## src/rtl/ecc_fault_injector.sv

```systemverilog
module ecc_fault_injector #(
  parameter int BEAT_W = 64,
  parameter int BEATS  = 4,
  parameter int ECC_W  = 8,
  parameter int NREG   = 2
) (
  input  logic                            clk,
  input  logic                            rst_n,
  input  logic                            cfg_we,
  input  logic [$clog2(NREG+1)-1:0]       cfg_sel,
  input  logic [BEAT_W/NREG-1:0]          cfg_wdata,
  input  logic                            in_valid,
  input  logic                            in_sop,
  input  logic [BEATS*BEAT_W-1:0]         in_data,
  input  logic [BEATS*ECC_W-1:0]          in_ecc,
  output logic                            out_valid,
  output logic                            out_sop,
  output logic [BEATS*BEAT_W-1:0]         out_data,
  output logic [BEATS*ECC_W-1:0]          out_ecc
);
  localparam int SLICE_W = BEAT_W / NREG;
  localparam int SEL_W   = $clog2(NREG + 1);
  localparam int DW      = BEATS * BEAT_W;
  localparam int EW      = BEATS * ECC_W;

  logic [NREG-1:0][SLICE_W-1:0] dmask;
  logic [ECC_W-1:0]             emask;
  logic                         inject;
  logic [DW-1:0]                dpat;
  logic [EW-1:0]                epat;

  assign inject = in_valid & in_sop;

  for (genvar k = 0; k < NREG; k++) begin : g_dmask
    always_ff @(posedge clk) begin
      if (!rst_n)                                 dmask[k] <= '0;
      else if (cfg_we && cfg_sel == SEL_W'(k))    dmask[k] <= cfg_wdata;
      else if (inject)                            dmask[k] <= '0;
    end
  end

  always_ff @(posedge clk) begin
    if (!rst_n)                                   emask <= '0;
    else if (cfg_we && cfg_sel == SEL_W'(NREG))   emask <= cfg_wdata[ECC_W-1:0];
    else if (inject)                              emask <= '0;
  end

  always_comb begin
    dpat = '0;
    epat = '0;
    if (inject) begin
      dpat[BEAT_W-1:0] = dmask;
      epat[ECC_W-1:0]  = emask;
    end
  end

  assign out_valid = in_valid;
  assign out_sop   = in_sop;
  assign out_data  = in_data ^ dpat;
  assign out_ecc   = in_ecc ^ epat;

  AST_CLEAR_AFTER_INJECT: assert property (@(posedge clk) disable iff (!rst_n)
    (inject && !cfg_we) |=> (dmask == '0 && emask == '0));
  AST_HOLD_WITHOUT_INJECT: assert property (@(posedge clk) disable iff (!rst_n)
    (!inject && !cfg_we) |=> ($stable(dmask) && $stable(emask)));
  AST_SW_WINS_DATA: assert property (@(posedge clk) disable iff (!rst_n)
    (cfg_we && cfg_sel == SEL_W'(0)) |=> (dmask[0] == $past(cfg_wdata)));
  AST_SW_WINS_ECC: assert property (@(posedge clk) disable iff (!rst_n)
    (cfg_we && cfg_sel == SEL_W'(NREG)) |=> (emask == $past(cfg_wdata[ECC_W-1:0])));
  AST_LATER_BEATS_PASS: assert property (@(posedge clk) disable iff (!rst_n)
    (out_data[DW-1:BEAT_W] == in_data[DW-1:BEAT_W]) && (out_ecc[EW-1:ECC_W] == in_ecc[EW-1:ECC_W]));
  AST_IDLE_PASS: assert property (@(posedge clk) disable iff (!rst_n)
    !inject |-> (out_data == in_data && out_ecc == in_ecc));
  AST_NO_LATENCY: assert property (@(posedge clk) disable iff (!rst_n)
    (out_valid == in_valid) && (out_sop == in_sop));
endmodule

```

## config.mk

```make
export PLATFORM = sky130hd
export DESIGN_NAME = ecc_fault_injector
export DESIGN_NICKNAME = d
export VERILOG_FILES = /design/src/rtl/ecc_fault_injector.sv
export SDC_FILE = /design/constraint.sdc
export NUM_CORES = 1
export LEC_CHECK = 0
export ABC_AREA = 1
export BUFFER_PORTS_ARGS = -buffer_cell sky130_fd_sc_hd__buf_4
export CAP_MARGIN = 5
export CELL_PAD_IN_SITES_DETAIL_PLACEMENT = 0
export CELL_PAD_IN_SITES_GLOBAL_PLACEMENT = 1
export CORE_AREA = 2 2 239 241
export DETAILED_ROUTE_END_ITERATION = 8
export DIE_AREA = 0 0 241 243
export PLACE_DENSITY = 0.54
export SLEW_MARGIN = 15
export SYNTH_ARGS = -nofsm -noshare
export SYNTH_HDL_FRONTEND = slang
export SYNTH_SLANG_ARGS = --single-unit
```

## constraint.sdc

```tcl
create_clock -name clk -period 1 [get_ports clk]
set_clock_uncertainty 0.1 [all_clocks]
set_input_delay 0.05 -clock clk [delete_from_list [all_inputs] [get_ports clk]]
set_output_delay 0.05 -clock clk [all_outputs]
set_load 0.005 [all_outputs]
```

======== Yosys cells after proc, flatten, opt, wreduce, memory -nomap -nowiden ========
Index checks and enable logic that the tools add are counted.
Widths: inputs -> output; s select.
cells by class
  mux-type cells .......................... 7
  equality and inequality tests ........... 2
  bitwise logic cells ..................... 3
  reductions and logical operators ........ 7
operators with widths
  cell                number
  $xor 256x64->256    1
  $mux 32             3
  $mux 64             1
  $xor 32x8->32       1
  $mux 8              3
  $reduce_bool 2->1   3
  $logic_and 1x1->1   3
  $eq 2x1->1 const B  1
  $eq 2x2->1 const B  1
  $logic_not 2->1     1
  $and 1x1->1         1
storage, ports and cells
  register bits after elaboration ......... 72
  bits of input ports ..................... 327
  output and inout port bits .............. 290

======== Logic depth before layout (Yosys ltp) ========
Gate-level depths: netlist of run 1.
  word-level depth ........................ 3
  mapped depth ............................ 6

======== Worst setup path before layout of run 1 ========
Ideal clock, no wire load.
  path kind ............................... in2reg
  start point ............................. in cfg_sel[0]
  end point ............................... reg dmask[0] (netlist name)
  required time ........................... 0.768 ns
  cell stages on the path ................. 6
  setup time .............................. 0.132 ns
  data arrival time ....................... 0.702 ns
  slack ................................... 0.066 ns
  cells stage by stage .................... buf_4 > nor2_4 > nand2_2 > buf_2 > nand3_1 > a21oi_1
between the ends
  word-level cells in the longest chain between the ends .. 3
  elaborated cells on any way between the ends .. 4
  those cells by class .................... mux (1); reduce/logical (3)
RTL lines
  what                                                 RTL line  RTL
  start: declaration                                   10        input logic [$clog2(NREG+1)-1:0] cfg_sel,
  $logic_not 2->1 *                                    37        else if (cfg_we && cfg_sel == SEL_W'(k)) dmask[k] <= cfg_wdata;
  $logic_and 1x1->1 *                                  37
  $mux 32 / $reduce_bool 2->1 (equally long branches)  n/a
  end signal: indexed assignment                       37
  end: declaration                                     26        logic [NREG-1:0][SLICE_W-1:0] dmask;
Mark *: on every way between the ends. The rest lies on a longest branch, timed or not.
A chain may end at the register's enable or synchronous reset.

======== Worst setup path in the final report of run 1 ========
  start point ............................. reg dmask[33] (netlist name)
  end point ............................... out out_data[33]
between the ends
  word-level cells in the longest chain between the ends .. 2
RTL lines
  what              RTL line  RTL
  $mux 64           51        if (inject) begin
  $xor 256x64->256  59        assign out_data = in_data ^ dpat;
  end: declaration  18        output logic [BEATS*BEAT_W-1:0] out_data,
No other way between the ends.

==> results.cfg, run 1 <==
[outcome]
status = finished with violations
violations = setup timing

[synth]
synth.area.top_cells = buf_4, dfxtp_1, xnor2_1
yosys.area.top_type = buf_4
seq_area_frac_synth_pct = 26.58
yosysMostFrequentCell = buf_4
yosys.area.top_type_share_pct = 32.12
syn_area_sq_mm = 0.005423
synth_nets = 1032
synth_cell_type_count = 15
synth-async-reset-ratio_pct = 0
netlist_top_cells_count = buf_4, nand3_1, nand2_1
synth_flop_cell = dfxtp_1
avgSynthCellArea_sq_um = 7.692
ys_seq_elements = 72
syn_inst = 705
synth_edf_count = 0
synth_warnings = 0

[routing]
drcViolationCount = 0
vias_per_cell = 3.180
ant_nets = 0
wl_um = 24180
dr.pass1.iters = 5
wl_per_cell_um = 16.15
drtIter0Drc = 213
dr_total_vias = 4760

[sta]
period_share_pct = 129.8
drv_slew = 0
setup_ws_ns = -0.2980
max_freq_ghz = 0.7704
post-route-min-period_ns = 1.298
finalHoldViolations = 0
finalSetupViolations = 72
fin_tns_setup_ns = -13.72
tightest_slew_ns = 0.3220
maxSlewHeadroom_pct = 78.53
rsz0062_at_grt = yes

[final_layout]
stdcell_count = 1497
antennaDiodeCount = 0
layout-drive-gt1-share_pct = 57.35
utilization_pct = 13.84
areaGrowthSynthToFinish_pct = 42.80
fin_nets = 1063

[power_and_ir_drop]
clock_power_share_pct = 39.7
internal_power_mw = 5.724
p_seq_share_pct = 36.9
p_per_area_mw_per_mm2 = 1055
switching_share_pct = 29.93
ir_drop_v = 0.0007799
power_switching_mw = 2.445
p_comb_share_pct = 23.4
finalPower_mw = 8.170
power.leakage_nw = 2.966

[global_routing]
grt_max_degree = 53
grt-ovfl-total = 0
grt_use_total_pct = 8.125
first_global_vias = 4915
antenna_found_initial = 0
grt_pass1_wl_um = 33320

[min_path]
hold_class = primary input to output port

[floorplanning]
core_area_sq_mm = 0.05595
initial_utilization_pct = 9.692
row_count = 87
chipHeight_um = 243
io_pins = 617
die_x_um = 241
die_area_sq_mm = 0.05856

[setup_path]
required_ns = 0.85
crit_type = flop to output port
crit_end = out_data[33]
worst-r2r-setup-slack_ns = 0.08
r2r-end = emask[7]
cp_max_fo = 2
slowest_stage = dfxtp_4
start_kind = flop
cp-end-kind = output port
slowest_delay_ns = 0.39
rr_startpoint = emask[7]
cp_top_family = flip-flops
reg2reg_depth = 4
path_buf_inv = 1
cp_cell_sequence = nand2_4, xnor2_2, buf_4
worst-path-stages = 3
startpoint = dmask[33]
arrival_ns = 1.15

[place]
place_ws_ns = -0.2267
place_inst = 1426
port-buffer-count = 184
dpl.hpwl_um = 18530
gp_congestion = 0.7168

[job]
drv_cap = 0

[clock_tree]
clk_pin_slew_ns = 0.07
cts_tree = done
cts_buffers = 9
cts_buffer_depth = 2
clockRootBuffer = clkbuf_16
cts_num_sinks = 72
htree_levels = 3
worstSkewPairLatency_ns = 0.37
-- registers in the layout, indices dropped and copies added, names as in the netlist --
signal	count
dmask	64
emask	8
-- logic make-up (layout without fill, tap and decap cells) --
logic type / count (synthesis) / count (layout) / synth area share, %
buffers and inverters: 268 / 304 / 35.14
xor gates and xnor gates: 72 / 72 / 11.63
AOI/OAI and AO/OA: 72 / 72 / 6.645
DFF: 72 / 72 / 26.58
and+or+nand+nor: 221 / 221 / 20.00
-- cell usage in the layout, fill, tap and decap left out --
master	instances
nand3_1	105
dfxtp_4	3
nand2_1	18
dfxtp_1	12
buf_4	232
buf_12	18
inv_4	1
nand2_4	6
xnor2_1	35
nand4_1	40
nand2_2	50
xnor2_4	1
clkinv_2	1
buf_6	1
a21oi_1	72
dfxtp_2	57
nor2_4	1
inv_6	4
clkbuf_1	1
clkinvlp_4	2
nand3_4	1
clkbuf_16	9
dlygate4sd3_1	33
inv_2	2
xnor2_2	36
-- area by class of cell --
type,count,area (sq um)
flip-flops and latches,72,1524
clock buffers,10,229.0
repair buffers,284,2444
inverters,4,18.77
well taps,756,945.9
fillers,6487,48210
clock inverters,6,50.05
multi-input cells,365,2532
-- metal layers --
metal	global-route usage [%]	routed length, um	share of wire (%)	up-vias
met5	0.2525	25	0.10	-
met4	6.300	1661	6.9	2
met3	3.594	2482	10	108
met2	12.38	10890	45	315
met1	8.738	9116	38	2150
li1	-	-	-	2185
-- worst min path at each step --
stage | from | slack, ns | to | cells past startpoint
2_1_floorplan | in_data[0] | 0.06 | out_data[0] | 1
3_3_place_gp | in_data[105] | 0.00003 | out_data[105] | 0
3_5_place_dp | in_data[105] | 0.00003 | out_data[105] | 0
4_1_cts | in_data[105] | 0.00003 | out_data[105] | 0
5_1_grt | in_data[173] | 0.000008 | out_data[173] | 0
6_report | in_data[111] | 0.000002 | out_data[111] | 0
-- power by group through the flow --
stage / Clock, mW / Sequential, mW / Combinational (mW)
detailed placement: 0 / 3.06 / 1.69
floorplan: 0 / 3.04 / 1.30
global route: 3.56 / 3.02 / 2.07
finish: 3.25 / 3.01 / 1.91
global placement: 0 / 3.07 / 1.68
CTS: 3.45 / 3.01 / 1.88
-- stage by stage --
stage / cell area, sq um / hold WS, ns
after CTS: 7447 / 0.00003458
final: 7744 / 0.000001995
after detailed placement: 6434 / 0.00003458
after global placement: 6434 / 0.00003458
after global routing: 7744 / 0.000007952
after floorplan: 5423 / 0.05995
-- repair_timing --
action | 4_1_cts | 5_1_grt
pin swaps | 48 | 44
hold buffers | 33 | 1
endpoints found under the hold margin | 72 | 1
resized for setup | 127 | 34
endpoints found under the setup margin | 72 | 73
buffers inserted | 11 | 12
No activity file was read; power rests on OpenSTA's default activity.
==> run 2: changes to the inputs <==
--- a/config.mk
+++ b/config.mk
@@ -8,12 +8,11 @@
 export ABC_AREA = 1
 export BUFFER_PORTS_ARGS = -buffer_cell sky130_fd_sc_hd__buf_4
 export CAP_MARGIN = 5
-export CELL_PAD_IN_SITES_DETAIL_PLACEMENT = 0
-export CELL_PAD_IN_SITES_GLOBAL_PLACEMENT = 1
-export CORE_AREA = 2 2 239 241
+export CORE_AREA = 2 2 242 244
 export DETAILED_ROUTE_END_ITERATION = 8
-export DIE_AREA = 0 0 241 243
-export PLACE_DENSITY = 0.54
+export DIE_AREA = 0 0 244 246
+export GPL_ROUTABILITY_DRIVEN = 0
+export PLACE_DENSITY = 0.42
 export SLEW_MARGIN = 15
 export SYNTH_ARGS = -nofsm -noshare
 export SYNTH_HDL_FRONTEND = slang
==> run 2 against run 1 <==
  * The run still ends with setup timing left
  * First-iteration DRC count decreased by 22%
  * Core utilization shrank 0.37 points
  * Via count rose by 1.3%
  * Cell count decreased by 0.20%
  * Cell area down 0.23%
  * Global-route usage down 0.051 points
  * Largest power group unchanged
  * Sequential share of layout area is 0.24 points higher
  * Register-to-register slack hardly changed
  * Flip-flop and latch count did not move
  * Clock power decreased by 5%
  * Die area increased by 2.5%
==> results.cfg, run 2 (synthesized netlist as in run 1, its figures left out) <==
[outcome]
status = finished with violations
violations = setup timing

[global_routing]
grt_use_total_pct = 8.074
grt_pass1_wl_um = 33680
first_global_vias = 4889
antenna_found_initial = 0
grt-ovfl-total = 0
grt_max_degree = 38

[power_and_ir_drop]
power.leakage_nw = 3.053
p_per_area_mw_per_mm2 = 1037
ir_drop_v = 0.0007646
internal_power_mw = 5.634
p_seq_share_pct = 37.7
p_comb_share_pct = 23.8
switching_share_pct = 29.65
clock_power_share_pct = 38.5
power_switching_mw = 2.375

[final_layout]
utilization_pct = 13.47
final_cell_mix = buf_4, nand3_1, a21oi_1
largest_reg_flops = 64
regMostFlops = dmask
reg_top3 = dmask (64), emask (8)
fin_area_sq_mm = 0.007726
fin_nets = 1052
final_common_cell = buf_4
stdcell_count = 1494
areaGrowthSynthToFinish_pct = 42.48
layout-drive-gt1-share_pct = 61.73
antennaDiodeCount = 0

[sta]
setup_ws_ns = -0.2265
rsz0062_at_grt = yes
tightest_slew_ns = 0.4503
fin_tns_setup_ns = -13.89
finalSetupViolations = 72
maxSlewHeadroom_pct = 69.98
period_share_pct = 122.7
finalHoldViolations = 0
max_freq_ghz = 0.8153
post-route-min-period_ns = 1.227
drv_slew = 0

[place]
place_ws_ns = -0.2044
place_inst = 1425
dpl.hpwl_um = 19760
port-buffer-count = 184
place_area_sq_mm = 0.006285

[routing]
drtIter0Drc = 167
ant_nets = 0
wl_um = 25050
dr.pass1.iters = 4
vias_per_cell = 3.228
dr_total_vias = 4822
wl_per_cell_um = 16.77
drcViolationCount = 0

[min_path]
min_path_cells = 0
hold_class = primary input to output port

[setup_path]
cp_max_fo = 2
crit_type = flop to output port
start_kind = flop
required_ns = 0.85
arrival_ns = 1.08
cp-end-kind = output port
reg2reg_depth = 4

[floorplanning]
chipHeight_um = 246
io_pins = 617
die_area_sq_mm = 0.06002
initial_utilization_pct = 9.453
die_x_um = 244
core_area_sq_mm = 0.05737
row_count = 88

[clock_tree]
cts_buffer_depth = 2
htree_levels = 3
cts_tree = done
clk_pin_slew_ns = 0.06
clockRootBuffer = clkbuf_16
worstSkewPairLatency_ns = 0.36
cts_num_sinks = 72
cts_buffers = 9

[job]
drv_cap = 0
-- run 2: final cells by class --
cell class                      instances  area (sq um)
Tap cell                              765         957.2
Clock inverter                          6         37.54
Sequential cell                        72          1539
Fill cell                            6560         49640
Timing Repair Buffer                  273          2267
Multi-Input combinational cell        365          2679
Clock buffer                            9         225.2
Inverter                                4         21.27
-- run 2: worst paths after layout --
kind,from,endpoint,slack [ns]
setup / recovery,dmask[62],out_data[62],-0.23
hold / removal,in_data[136],out_data[136],0.000001
setup reg to reg,dmask[48],dmask[48],0.08
hold reg to reg,dmask[41],dmask[41],0.38
-- run 2: critical path: stages (launching register included) --
cell     delay, ns
dfxtp_4       0.37
nand2_2       0.07
xnor2_2       0.14
buf_4         0.14
-- run 2: power by group through the flow --
stage	Combinational (mW)	Clock [mW]	Sequential (mW)
after detailed placement	1.64	0	3.06
final	1.90	3.08	3.02
after CTS	1.81	3.31	3.01
after global placement	1.63	0	3.06
after global routing	2.06	3.40	3.03
after floorplan	1.30	0	3.04
-- run 2: routing by layer --
metal	up-vias	global-route usage (%)	wire length, um
li1	2160	-	-
met1	2179	8.749	9354
met2	365	12.82	11590
met3	118	3.486	2704
met4	0	5.380	1400
met5	-	0	0
-- run 2: what timing repair did --
action	4_1_cts	5_1_grt
buffers inserted	4	18
hold endpoints to repair	72	0
setup endpoints to repair	72	72
gates resized for setup	132	69
hold buffers	32	0
pin swaps	20	36
-- run 2: stage by stage --
step / total power, mW / hold slack [ns]
floorplan: 4.339 / 0.05995
global placement: 4.691 / 0.00003458
detailed placement: 4.702 / 0.00003458
CTS: 8.138 / 0.00003458
global route: 8.487 / 0.000007983
finish: 8.009 / 0.000001433
==> run 3: changes to the inputs <==
--- a/config.mk
+++ b/config.mk
@@ -13,6 +13,8 @@
 export DIE_AREA = 0 0 244 246
 export GPL_ROUTABILITY_DRIVEN = 0
 export PLACE_DENSITY = 0.42
+export SKIP_CTS_REPAIR_TIMING = 1
+export SKIP_LAST_GASP = 1
 export SLEW_MARGIN = 15
 export SYNTH_ARGS = -nofsm -noshare
 export SYNTH_HDL_FRONTEND = slang
==> run 3 against run 2 <==
  * The flow still finishes with violations (setup timing)
  * Clock power is essentially flat
  * Fmax is 2.5% lower
  * Non-clock buffer count decreased by 2
  * Combinational power about the same
  * Via count grew 0.12%
  * Core utilization shrank 0.24 points
  * Global-route usage about the same
  * Wire length increased by 0.57%
  * Die area unchanged
==> results.cfg, run 3 (synthesized netlist as in run 1, its figures left out) <==
[clock_tree]
cts_num_sinks = 72
cts_buffers = 9
clk_pin_slew_ns = 0.06
cts_buffer_depth = 2
clockRootBuffer = clkbuf_16
worstSkewPairLatency_ns = 0.37
cts_tree = done
htree_levels = 3

[setup_path]
slowest_delay_ns = 0.32
arrival_ns = 1.11
cp_top_family = flip-flops
required_ns = 0.85
crit_type = flop to output port
cp_cell_sequence = nand2_1, xnor2_1, buf_4
slowest_stage = dfxtp_2
cp-end-kind = output port
path_buf_inv = 1
start_kind = flop
cp_max_fo = 2

[routing]
dr_total_vias = 4828
wl_per_cell_um = 16.89
dr.pass1.iters = 4
wl_um = 25200
vias_per_cell = 3.236
ant_nets = 0
drtIter0Drc = 177
drcViolationCount = 0

[sta]
rsz0062_at_grt = yes
post-route-min-period_ns = 1.257
setup_ws_ns = -0.2575
finalSetupViolations = 72
max_freq_ghz = 0.7952
finalHoldViolations = 0
drv_slew = 0
hold_ws_ns = 0.000001433
tightest_slew_ns = 0.4522
period_share_pct = 125.7
maxSlewHeadroom_pct = 69.85

[power_and_ir_drop]
power_switching_mw = 2.352
internal_power_mw = 5.613
p_per_area_mw_per_mm2 = 1050
power.leakage_nw = 2.885
ir_drop_v = 0.0007625
p_seq_share_pct = 37.9
p_comb_share_pct = 23.5
switching_share_pct = 29.53
clock_power_share_pct = 38.6

[outcome]
status = finished with violations
violations = setup timing

[final_layout]
fillers = 6569
areaGrowthSynthToFinish_pct = 39.89
final_cell_mix = buf_4, nand3_1, a21oi_1
regMostFlops = dmask
final_common_cell = buf_4
stdcell_count = 1492
layout-drive-gt1-share_pct = 59.42
utilization_pct = 13.22
fin_nets = 1050
largest_reg_flops = 64
fin_area_sq_mm = 0.007586
antennaDiodeCount = 0
reg_top3 = dmask (64), emask (8)

[place]
port-buffer-count = 184
place_ws_ns = -0.2044
place_area_sq_mm = 0.006285
place_inst = 1425
dpl.hpwl_um = 19760

[job]
drv_cap = 0

[floorplanning]
chipHeight_um = 246
core_area_sq_mm = 0.05737
die_area_sq_mm = 0.06002
io_pins = 617
row_count = 88
initial_utilization_pct = 9.453
die_x_um = 244

[min_path]
hold_class = primary input to output port

[global_routing]
grt_pass1_wl_um = 33330
grt_max_degree = 38
antenna_found_initial = 0
first_global_vias = 4715
grt-ovfl-total = 0
grt_use_total_pct = 8.037
[run 3: cell types whose count changed in the layout (fill, tap and decap cells not counted)]
cell,before,now
xnor2_1,22,34
xnor2_2,50,38
nand2_4,13,8
nand2_1,8,12
buf_4,230,228
nand2_2,53,54
[run 3: final timing paths]
check                             startpoint  cells after the start  slack [ns]            end
worst max-delay path               dmask[36]                      3       -0.26   out_data[36]
worst max register to register     dmask[48]                      3        0.17      dmask[48]
worst min register to register     dmask[41]                      2        0.38      dmask[41]
worst min-delay path            in_data[239]                      0    0.000001  out_data[239]
[run 3: through the flow]
stage,power (mW),TNS (ns)
2_1_floorplan,4.339,0
3_3_place_gp,4.691,-8.372
3_5_place_dp,4.702,-10.96
4_1_cts,7.957,-20.76
5_1_grt,8.443,-20.32
6_report,7.965,-14.56
[run 3: layout make-up]
class                           instances  area [sq um]  share of cell area [%]
Multi-Input combinational cell        365          2554                   33.66
Timing Repair Buffer                  271          2252                   29.69
Tap cell                              765         957.2                   12.62
Inverter                                4         21.27                  0.2804
Sequential cell                        72          1539                   20.29
Clock buffer                            9         225.2                   2.969
Clock inverter                          6         37.54                  0.4948
[run 3: per-layer routing]
metal	up-vias	part of all wire, %	global-route usage (%)
met2	348	47	12.78
met3	119	9.9	3.584
met5	-	0	0
met4	0	5.5	5.273
li1	2155	-	-
met1	2206	38	8.650
[run 3: power by group through the flow]
stage	sequential, mW	combinational [mW]	clock [mW]
finish	3.02	1.87	3.08
global route	3.03	2.02	3.40
CTS	3.00	1.65	3.31
detailed placement	3.06	1.64	0
global placement	3.06	1.63	0
floorplan	3.04	1.30	0
